[src/rtl/batPkg.sv]
package batPkg;
  localparam int HI_W   = 4;
  localparam int LO_W   = 11;
  localparam int PBN_W  = HI_W + LO_W;
  localparam int PROT_W = 3;

  typedef enum logic [1:0] {
    ACC_LOAD  = 2'd0,
    ACC_STORE = 2'd1,
    ACC_FETCH = 2'd2
  } accType_e;

  typedef enum logic [1:0] {
    ST_MISS  = 2'd0,
    ST_GRANT = 2'd1,
    ST_FAULT = 2'd2
  } status_e;

  typedef struct packed {
    logic [HI_W-1:0]   epiHi;
    logic [LO_W-1:0]   epiLo;
    logic [LO_W-1:0]   blen;
    logic              supValid;
    logic              userValid;
    logic [PBN_W-1:0]  pbn;
    logic [PROT_W-1:0] prot;
  } batEntry_t;

  typedef struct packed {
    logic wrInstr;
    logic wrData;
    logic lookInstr;
    logic needExec;
    logic needWrite;
    logic needRead;
    logic capture;
  } batStrobe_t;
endpackage

[src/rtl/batCtrl.sv]
module batCtrl
  import batPkg::*;
(
  input  logic       wrEn,
  input  logic       wrInstrBank,
  input  logic       reqValid,
  input  logic [1:0] reqType,
  output batStrobe_t strobes
);
  logic isFetch;
  logic isStore;

  assign isFetch = (reqType == ACC_FETCH);
  assign isStore = (reqType == ACC_STORE);

  always_comb begin
    strobes.wrInstr   = wrEn & wrInstrBank;
    strobes.wrData    = wrEn & ~wrInstrBank;
    strobes.lookInstr = isFetch;
    strobes.needExec  = isFetch;
    strobes.needWrite = isStore;
    strobes.needRead  = ~isFetch & ~isStore;
    strobes.capture   = reqValid;
  end
endmodule

[src/rtl/batData.sv]
module batData
  import batPkg::*;
#(
  parameter int NUM_ENTRIES = 4,
  localparam int IDX_W = (NUM_ENTRIES > 1) ? $clog2(NUM_ENTRIES) : 1,
  localparam int CNT_W = $clog2(NUM_ENTRIES + 1)
) (
  input  logic             clk,
  input  logic             rstN,
  input  batStrobe_t       strobes,
  input  logic [IDX_W-1:0] wrIdx,
  input  batEntry_t        wrEntry,
  input  logic [CNT_W-1:0] cfgCount,
  input  logic [31:0]      reqAddr,
  input  logic             reqUser,
  output logic             rspValid,
  output logic             rspHit,
  output logic [31:0]      rspAddr,
  output logic [2:0]       rspProt,
  output logic [1:0]       rspStatus
);
  batEntry_t instrTab [NUM_ENTRIES];
  batEntry_t dataTab  [NUM_ENTRIES];
  batEntry_t selEntry [NUM_ENTRIES];
  logic [NUM_ENTRIES-1:0] hitVec;

  // storage: two banks, written one entry at a time
  always_ff @(posedge clk) begin
    if (!rstN) begin
      for (int i = 0; i < NUM_ENTRIES; i++) begin
        instrTab[i] <= '0;
        dataTab[i]  <= '0;
      end
    end else begin
      if (strobes.wrInstr) instrTab[wrIdx] <= wrEntry;
      if (strobes.wrData)  dataTab[wrIdx]  <= wrEntry;
    end
  end

  // per-entry compare against the selected bank
  for (genvar g = 0; g < NUM_ENTRIES; g++) begin : gCmp
    logic inRange;
    logic entValid;
    assign selEntry[g] = strobes.lookInstr ? instrTab[g] : dataTab[g];
    assign inRange     = CNT_W'(g) < cfgCount;
    assign entValid    = reqUser ? selEntry[g].userValid : selEntry[g].supValid;
    assign hitVec[g]   = inRange && entValid &&
                         (reqAddr[31:28] == selEntry[g].epiHi) &&
                         ((reqAddr[27:17] & ~selEntry[g].blen) == selEntry[g].epiLo);
  end

  // lowest index wins
  logic             anyHit;
  logic [IDX_W-1:0] winIdx;
  always_comb begin
    anyHit = 1'b0;
    winIdx = '0;
    for (int i = NUM_ENTRIES - 1; i >= 0; i--) begin
      if (hitVec[i]) begin
        anyHit = 1'b1;
        winIdx = IDX_W'(i);
      end
    end
  end

  batEntry_t   winEntry;
  logic [31:0] realAddr;
  logic        allowed;
  assign winEntry = selEntry[winIdx];
  assign realAddr = {winEntry.pbn[PBN_W-1:LO_W],
                     (winEntry.pbn[LO_W-1:0] & ~winEntry.blen) |
                     (reqAddr[27:17] & winEntry.blen),
                     reqAddr[16:0]};
  assign allowed  = (strobes.needExec  & winEntry.prot[2]) |
                    (strobes.needWrite & winEntry.prot[1]) |
                    (strobes.needRead  & winEntry.prot[0]);

  always_ff @(posedge clk) begin
    if (!rstN) begin
      rspValid  <= 1'b0;
      rspHit    <= 1'b0;
      rspAddr   <= '0;
      rspProt   <= '0;
      rspStatus <= ST_MISS;
    end else begin
      rspValid <= strobes.capture;
      if (strobes.capture) begin
        rspHit    <= anyHit;
        rspAddr   <= anyHit ? realAddr : 32'd0;
        rspProt   <= anyHit ? winEntry.prot : 3'd0;
        rspStatus <= !anyHit ? ST_MISS : (allowed ? ST_GRANT : ST_FAULT);
      end
    end
  end
endmodule

[src/rtl/batMatch.sv]
module batMatch
  import batPkg::*;
#(
  parameter int NUM_ENTRIES = 4,
  localparam int IDX_W = (NUM_ENTRIES > 1) ? $clog2(NUM_ENTRIES) : 1,
  localparam int CNT_W = $clog2(NUM_ENTRIES + 1)
) (
  input  logic             clk,
  input  logic             rstN,
  input  logic [CNT_W-1:0] cfgCount,
  input  logic             wrEn,
  input  logic             wrInstrBank,
  input  logic [IDX_W-1:0] wrIdx,
  input  logic [3:0]       wrEpiHi,
  input  logic [10:0]      wrEpiLo,
  input  logic [10:0]      wrBlen,
  input  logic             wrSupValid,
  input  logic             wrUserValid,
  input  logic [14:0]      wrPbn,
  input  logic [2:0]       wrProt,
  input  logic             reqValid,
  input  logic [31:0]      reqAddr,
  input  logic [1:0]       reqType,
  input  logic             reqUser,
  output logic             rspValid,
  output logic             rspHit,
  output logic [31:0]      rspAddr,
  output logic [2:0]       rspProt,
  output logic [1:0]       rspStatus
);
  batStrobe_t strobes;
  batEntry_t  wrEntry;

  assign wrEntry = '{epiHi: wrEpiHi, epiLo: wrEpiLo, blen: wrBlen,
                     supValid: wrSupValid, userValid: wrUserValid,
                     pbn: wrPbn, prot: wrProt};

  batCtrl uCtrl (
    .wrEn(wrEn), .wrInstrBank(wrInstrBank), .reqValid(reqValid),
    .reqType(reqType), .strobes(strobes)
  );

  batData #(.NUM_ENTRIES(NUM_ENTRIES)) uData (
    .clk(clk), .rstN(rstN), .strobes(strobes), .wrIdx(wrIdx),
    .wrEntry(wrEntry), .cfgCount(cfgCount), .reqAddr(reqAddr),
    .reqUser(reqUser), .rspValid(rspValid), .rspHit(rspHit),
    .rspAddr(rspAddr), .rspProt(rspProt), .rspStatus(rspStatus)
  );
endmodule

[config.mk]
export PLATFORM = sky130hd
export DESIGN_NAME = batMatch
export DESIGN_NICKNAME = d
export VERILOG_FILES = /design/src/rtl/batPkg.sv /design/src/rtl/batCtrl.sv /design/src/rtl/batData.sv /design/src/rtl/batMatch.sv
export SDC_FILE = /design/constraint.sdc
export NUM_CORES = 1
export LEC_CHECK = 0
export BUFFER_PORTS_ARGS = -buffer_cell sky130_fd_sc_hd__buf_2
export CAP_MARGIN = 20
export CORE_MARGIN = 5
export CORE_UTILIZATION = 53
export CTS_BUF_LIST = sky130_fd_sc_hd__clkbuf_8
export CTS_CLUSTER_DIAMETER = 100
export DETAILED_ROUTE_END_ITERATION = 6
export PLACE_DENSITY = 0.76
export SKIP_CTS_REPAIR_TIMING = 1
export SYNTH_ARGS = -nofsm -noshare
export SYNTH_HDL_FRONTEND = slang
export SYNTH_HIERARCHICAL = 1
export SYNTH_SLANG_ARGS = --single-unit
export TNS_END_PERCENT = 50
[constraint.sdc]
create_clock -name clk -period 5.8 [get_ports clk]
set_clock_uncertainty 0.05 [all_clocks]
set_input_delay 1.16 -clock clk [delete_from_list [all_inputs] [get_ports clk]]
set_output_delay 1.16 -clock clk [all_outputs]
set_load 0.01 [all_outputs]
==> results.rst, run 1 <==
.. list-table::
   :header-rows: 1

   * - Metric
     - Value
   * - Run status
     - finished, violations left
   * - Violations in the final reports
     - design-rule violations
   * - Depth of the most critical reg-to-reg path
     - 10
   * - Vert. Die Dim
     - 205 um
   * - Global placer's final weighted congestion
     - 0.998
   * - Chip Width
     - 205 um
   * - Final worst path period need
     - 4.76 ns
   * - Detail Route Antenna Nets
     - 0
   * - Path type of the worst min-delay path
     - register to register
   * - Leading post-synthesis cells by cell area
     - edfxtp_1 55%, and2_1 8.7%, mux2i_1 4.4%
   * - Hold path start
     - uData/rspAddr[18]
   * - Slew at the pin with the worst max-slew slack
     - 1.08 ns
   * - Power density of the placed cells
     - 289 nW/um^2
   * - Count of H-tree levels built during CTS
     - 3
   * - Worst Hold Path Cells
     - 2
   * - Die Footprint
     - 41900 um^2
   * - CTS tree
     - done
   * - Top cell type by total area after synthesis
     - edfxtp_1
   * - Peak ir drop on the vdd network
     - 0.000184 V
   * - Cts bufs inserted
     - 71
   * - M1 wire length
     - 26600 um
   * - Synth cell types
     - 72
   * - Global routing usage summed across all routing layers
     - 0.312
   * - Grt total ovfl
     - 0
   * - Number of search-and-repair iterations in the first detailed-routing pass
     - 7
   * - Initial core utilization
     - 0.534
   * - Final Net Count
     - 1918
   * - Clk slew on worst S/H paths
     - 0.06 ns
   * - Global-route wire length before repair
     - 96300 um
   * - Cell count after synthesis
     - 1687
   * - Post-synth ARST share
     - 0
   * - Most frequent cell after synthesis
     - edfxtp_1
   * - Final hold viol count
     - 0
   * - Part of the Yosys area used for sequential elements
     - 0.589
   * - Total number of placement rows
     - 71
   * - Synthesized Nets
     - 1780
   * - Final period utilization
     - 0.820
   * - Primary flip-flop cell chosen by synthesis mapping
     - edfxtp_1
   * - Pin count of the biggest net entering global routing
     - 89
   * - Commonest cells in the netlist
     - 368 x edfxtp_1, 278 x and2_1, 92 x and3_1
   * - Vias after detailed routing
     - 15097
   * - Total Negative Setup Slacks
     - 0 ns
   * - Category of the worst setup path capture point
     - register
   * - Violation count after the first detailed-route iteration
     - 2105
   * - Drt total wl
     - 65700 um
   * - Layout filler cell count
     - 2974
   * - Total leakage power
     - 0.00848 uW
   * - Via-per-instance ratio
     - 6.30
   * - Layout cells sized above 1
     - 0.169
   * - Startpoint of the most critical register-to-register path
     - uData/instrTab[2][29]
   * - PortBufs
     - 129
   * - Number of ports placed on the die boundary
     - 130
   * - Final number of setup-violating endpoints
     - 0
   * - Largest driver fanout on the critical path
     - 60
   * - End of the worst register-to-register path
     - uData/rspAddr[22]
   * - Clock sink count
     - 407
   * - DPL Wire Length
     - 43800 um
   * - Total met3 wirelength after detailed routing
     - 6960 um
   * - Clock Tree Buf Depth
     - 3
   * - Critical path class
     - input pin to register
   * - Worst setup slack for register-to-register paths
     - 1.69 ns
   * - Clock root buffer
     - clkbuf_8
   * - Relative max-transition margin
     - 0.276
   * - Placeable core area
     - 37600 um^2
   * - Unrepaired setup endpoints after global routing
     - false
   * - # DRC
     - 22
   * - Number of flip-flops and latches in the synthesized netlist
     - 407
   * - Syn avg cell area
     - 11.9 um^2
   * - Data arrival time of the worst path
     - 5.21 ns
   * - Required time of the critical path
     - 6.25 ns
   * - Via count of the first global-routing pass
     - 14858
   * - Maximum clock rate
     - 210 MHz
   * - Synthesis-to-layout area growth
     - 12.9%
   * - Final std cells w/o fill
     - 2395
   * - Post-synth EDFFs
     - 368
   * - Metal2 WL
     - 29800 um
   * - Number of pins with negative max-slew slack in the final report
     - 0
   * - Post-DR wirelength/cell
     - 27.4 um
   * - Clock Latency Late Sink
     - 0.65 ns
   * - Count of maximum capacitance violations
     - 0
   * - Hold-critical path endpoint
     - uData/rspAddr[18]
   * - Post-synthesis instance area
     - 20100 um^2
   * - Portion of synthesized cell area occupied by the leading cell type
     - 0.550
   * - Instance count after placement with tap cells included
     - 2263
   * - Sort of element at the start of the critical path
     - input pin
   * - Initial antenna violation count
     - 2
   * - Number of warnings reported in the yosys synthesis log
     - 6
   * - Uppermost metal layer occupied by signal nets
     - met5
## where the power goes
| part | switching (uW) | internal [uW] | total [uW] |
|---|---|---|---|
| sequential | 97.3 | 3380 | 3480 |
| clock | 1210 | 1220 | 2430 |
| combinational | 434 | 209 | 643 |
## cell usage in the layout (no fill, tap or decap), drive strengths merged, types with 49 or more instances in the layout
cell | Yosys | layout
inv | 17 | 49
mux2i | 88 | 88
nand2 | 89 | 89
o21ai | 114 | 114
a21oi | 71 | 71
and3 | 92 | 92
and2 | 279 | 279
buf | 33 | 176
nor3 | 51 | 51
clkbuf | 78 | 76
edfxtp | 368 | 368
## per-layer routing
metal / global-route usage / vias up
li1: - / 6512
met4: 0.115 / 2
met3: 0.0782 / 153
met1: 0.431 / 7470
met2: 0.483 / 960
met5: 0 / -
## registers in the layout, indices dropped and copies added (netlist names)
register and cells:
uData/dataTab 184, uData/instrTab 184, uData/rspValid 1, uData/rspAddr 32, uData/rspStatus 2, uData/rspHit 1
uData/rspProt 3
## cells by family (layout without fill, tap and decap cells)
group / count (synthesis) / in the layout / share of synthesized area
xor gates and xnor gates: 21 / 21 / 0.00916
muxes: 118 / 118 / 0.0738
AOI/OAI and AO/OA: 271 / 271 / 0.0817
other: 0 / 1 / 0
buffers and inverters: 129 / 325 / 0.0297
DFF: 407 / 407 / 0.589
and+or+nand+nor: 739 / 739 / 0.215
adders and majority gates: 2 / 2 / 0.00125
## final cells by class
type / instances / area (um^2) / area share
flip-flops and latches: 407 / 11800 / 0.522
clock buffers: 76 / 1050 / 0.0461
well taps: 511 / 639 / 0.0282
multi-input cells: 1151 / 7760 / 0.342
repair buffers: 176 / 1090 / 0.0480
diodes: 1 / 2.50 / 0.000110
inverters: 18 / 67.6 / 0.00298
clock inverters: 55 / 249 / 0.0110
## worst max path at each step
stage / to / cells past startpoint / slack, ns / startpoint
6_report: uData/rspAddr[22] / 15 / 1.04 / reqType[0]
5_1_grt: uData/rspStatus[1] / 16 / 0.92 / reqType[0]
4_1_cts: uData/rspStatus[1] / 16 / 1.15 / reqType[0]
3_5_place_dp: uData/rspAddr[19] / 17 / 0.50 / reqType[0]
3_3_place_gp: uData/rspStatus[1] / 15 / 0.53 / reqType[0]
2_1_floorplan: uData/instrTab[1][0] / 3 / 0.44 / rstN
## metrics by stage
step / utilization / power [uW] / setup WS [ns] / instance area, um^2 / hold WS (ns)
after detailed placement: 0.569 / 4160 / 0.496 / 21400 / 0.399
final: 0.604 / 6550 / 1.04 / 22700 / 0.406
after global routing: 0.604 / 6780 / 0.920 / 22700 / 0.424
after global placement: 0.569 / 4150 / 0.534 / 21400 / 0.396
after floorplan: - / 3850 / 0.438 / 20100 / 0.423
after CTS: 0.604 / 6560 / 1.15 / 22700 / 0.407
## critical path: stages
cell and delay (ns):
buf_2 0.11, inv_1 0.09, ha_4 0.34, buf_12 0.29, nor3_1 0.11, o21ai_1 0.27
nand2_1 0.08, or4_1 0.49, or4_4 0.56, a221oi_4 0.33, buf_12 0.35, mux4_2 0.37
o21ai_1 0.19, mux2i_1 0.23, o21ai_1 0.08
(Power assumes the default switching activity.)
==> run 2: changes to the inputs <==
Clock period 5.8 ns to 4.6 ns, I/O delays scaled along.
==> run 2 against run 1 <==
The run now ends clean. Via count grew 2.7%. Clock power grew 34%. Count of clock-buffer cells in the layout grew 5. Sequential share of layout area shrank 2.0 points. Non-clock buffer count grew 99. Critical endpoint is now uData/rspStatus[1]. Largest power group unchanged. Highest routed layer unchanged.
==> results.rst, run 2 (synthesized netlist as in run 1, its figures left out) <==
.. list-table::
   :header-rows: 1

   * - Metric
     - Value
   * - Run status
     - finished, final reports clean
   * - Least setup slack across all paths after layout
     - 0.351 ns
   * - Instance count after placement with tap cells included
     - 2362
   * - Final std cells w/o fill
     - 2491
   * - Final worst path period need
     - 4.25 ns
   * - Path type of the worst min-delay path
     - register to register
   * - Leading cell type in the layout, fill and taps excluded
     - edfxtp_1
   * - Layout filler cell count
     - 2903
   * - Pin count of the biggest net entering global routing
     - 70
   * - Clock root buffer
     - clkbuf_8
   * - Global routing usage summed across all routing layers
     - 0.316
   * - Global-route wire length before repair
     - 97800 um
   * - Number of search-and-repair iterations in the first detailed-routing pass
     - 5
   * - Worst-case setup slack after placement
     - -0.209 ns
   * - Clock Latency Late Sink
     - 0.63 ns
   * - Via count of the first global-routing pass
     - 14942
   * - Total area of multi-input combinational cells
     - 7760 um^2
   * - Peak ir drop on the vdd network
     - 0.000213 V
   * - Grt total ovfl
     - 0
   * - Top library cells by usage in the layout, fill and taps aside
     - 368 x edfxtp_1, 278 x and2_1, 135 x buf_4, 128 x buf_2, 92 x and3_1
   * - Slew at the pin with the worst max-slew slack
     - 0.886 ns
   * - Count of maximum capacitance violations
     - 0
   * - Count of H-tree levels built during CTS
     - 3
   * - Power density of the placed cells
     - 361 nW/um^2
   * - Relative max-transition margin
     - 0.409
   * - Post-DR wirelength/cell
     - 26.7 um
   * - Data arrival time of the worst path
     - 4.76 ns
   * - Unrepaired setup endpoints after global routing
     - false
   * - Number of pins with negative max-slew slack in the final report
     - 0
   * - # DRC
     - 0
   * - Chip Width
     - 205 um
   * - Detail Route Antenna Nets
     - 0
   * - CTS tree
     - done
   * - Number of ports placed on the die boundary
     - 130
   * - Final hold viol count
     - 0
   * - Standard cell area after detailed placement
     - 22200 um^2
   * - Cts bufs inserted
     - 70
   * - Final period utilization
     - 0.924
   * - Via-per-instance ratio
     - 6.22
   * - Largest driver fanout on the critical path
     - 8
   * - Top flop regs
     - uData/dataTab: 184 flops, uData/instrTab: 184 flops, uData/rspAddr: 32 flops
   * - Clock Tree Buf Depth
     - 3
   * - Initial core utilization
     - 0.534
   * - Clk slew on worst S/H paths
     - 0.06 ns
   * - Drt total wl
     - 66600 um
   * - Synthesis-to-layout area growth
     - 17.4%
   * - Violation count after the first detailed-route iteration
     - 2215
   * - Final std cell area, no fill
     - 23600 um^2
   * - Initial antenna violation count
     - 1
   * - Final Net Count
     - 2016
   * - Clock sink count
     - 407
   * - Global placer's final weighted congestion
     - 1.04
   * - DPL Wire Length
     - 45500 um
   * - Maximum clock rate
     - 235 MHz
   * - Vert. Die Dim
     - 205 um
   * - Vias after detailed routing
     - 15503
   * - Category of the worst setup path capture point
     - register
   * - Placeable core area
     - 37600 um^2
   * - PortBufs
     - 129
   * - Total Negative Setup Slacks
     - 0 ns
   * - Combined flip-flop and latch cell area
     - 11800 um^2
   * - Critical path class
     - input pin to register
   * - Final number of setup-violating endpoints
     - 0
   * - Total leakage power
     - 0.00899 uW
   * - Die Footprint
     - 41900 um^2
   * - Worst hold slack after final layout
     - 0.399 ns
   * - Layout cells sized above 1
     - 0.215
   * - Sort of element at the start of the critical path
     - input pin
   * - Total number of placement rows
     - 71
   * - Required time of the critical path
     - 5.11 ns
-- run 2: cell types whose count changed in the layout (fill, tap and decap cells not counted), sizes merged --
cell,before,now
buf,176,275
inv,49,38
clkbuf,76,81
bufinv,0,2
diode,1,2
-- run 2: path summary, 6_finish.rpt --
kind,slack (ns),to,startpoint,cells after the start
max,0.35,uData/rspStatus[1],reqType[0],20
min,0.40,uData/rspAddr[28],uData/rspAddr[28],2
max reg2reg,0.77,uData/rspAddr[24],uData/dataTab[2][21],10
min reg2reg,0.40,uData/rspAddr[28],uData/rspAddr[28],2
-- run 2: final cells by class --
| class | count | area share |
|---|---|---|
| multi-input cells | 1151 | 0.329 |
| diodes | 2 | 0.000212 |
| well taps | 511 | 0.0271 |
| clock buffers | 81 | 0.0473 |
| flip-flops and latches | 407 | 0.502 |
| repair buffers | 275 | 0.0803 |
| inverters | 18 | 0.00287 |
| clock inverters | 46 | 0.0116 |
-- run 2: critical path, stage by stage --
cell and delay (ns):
buf_2 0.11, inv_1 0.09, ha_4 0.26, buf_12 0.15
mux2i_1 0.26, xor2_1 0.28, buf_4 0.16, o21ai_0 0.23
nor4_1 0.25, buf_4 0.16, nand4_1 0.08, buf_4 0.19
buf_4 0.14, nand3_1 0.07, buf_4 0.21, buf_4 0.19
a21oi_1 0.06, a21o_1 0.24, a222oi_1 0.51, a22o_1 0.20
-- run 2: power breakdown --
part | leakage (uW) | internal (uW) | total [uW] | switching [uW]
Clock | 0.000779 | 1730 | 3250 | 1520
Sequential | 0.00386 | 4260 | 4390 | 125
Combinational | 0.00435 | 318 | 880 | 562
Total | 0.00899 | 6320 | 8520 | 2200
-- run 2: routing by layer --
metal	part of all wire	global-route usage
met5	0.00020	0
met4	0.031	0.105
met3	0.11	0.0665
met2	0.45	0.487
met1	0.40	0.452
-- run 2: stage by stage --
stage                     utilization  total power [uW]
after floorplan                     -              4850
after global placement          0.590              5300
after detailed placement        0.590              5310
after CTS                       0.627              8530
after global routing            0.627              8800
final                           0.628              8520
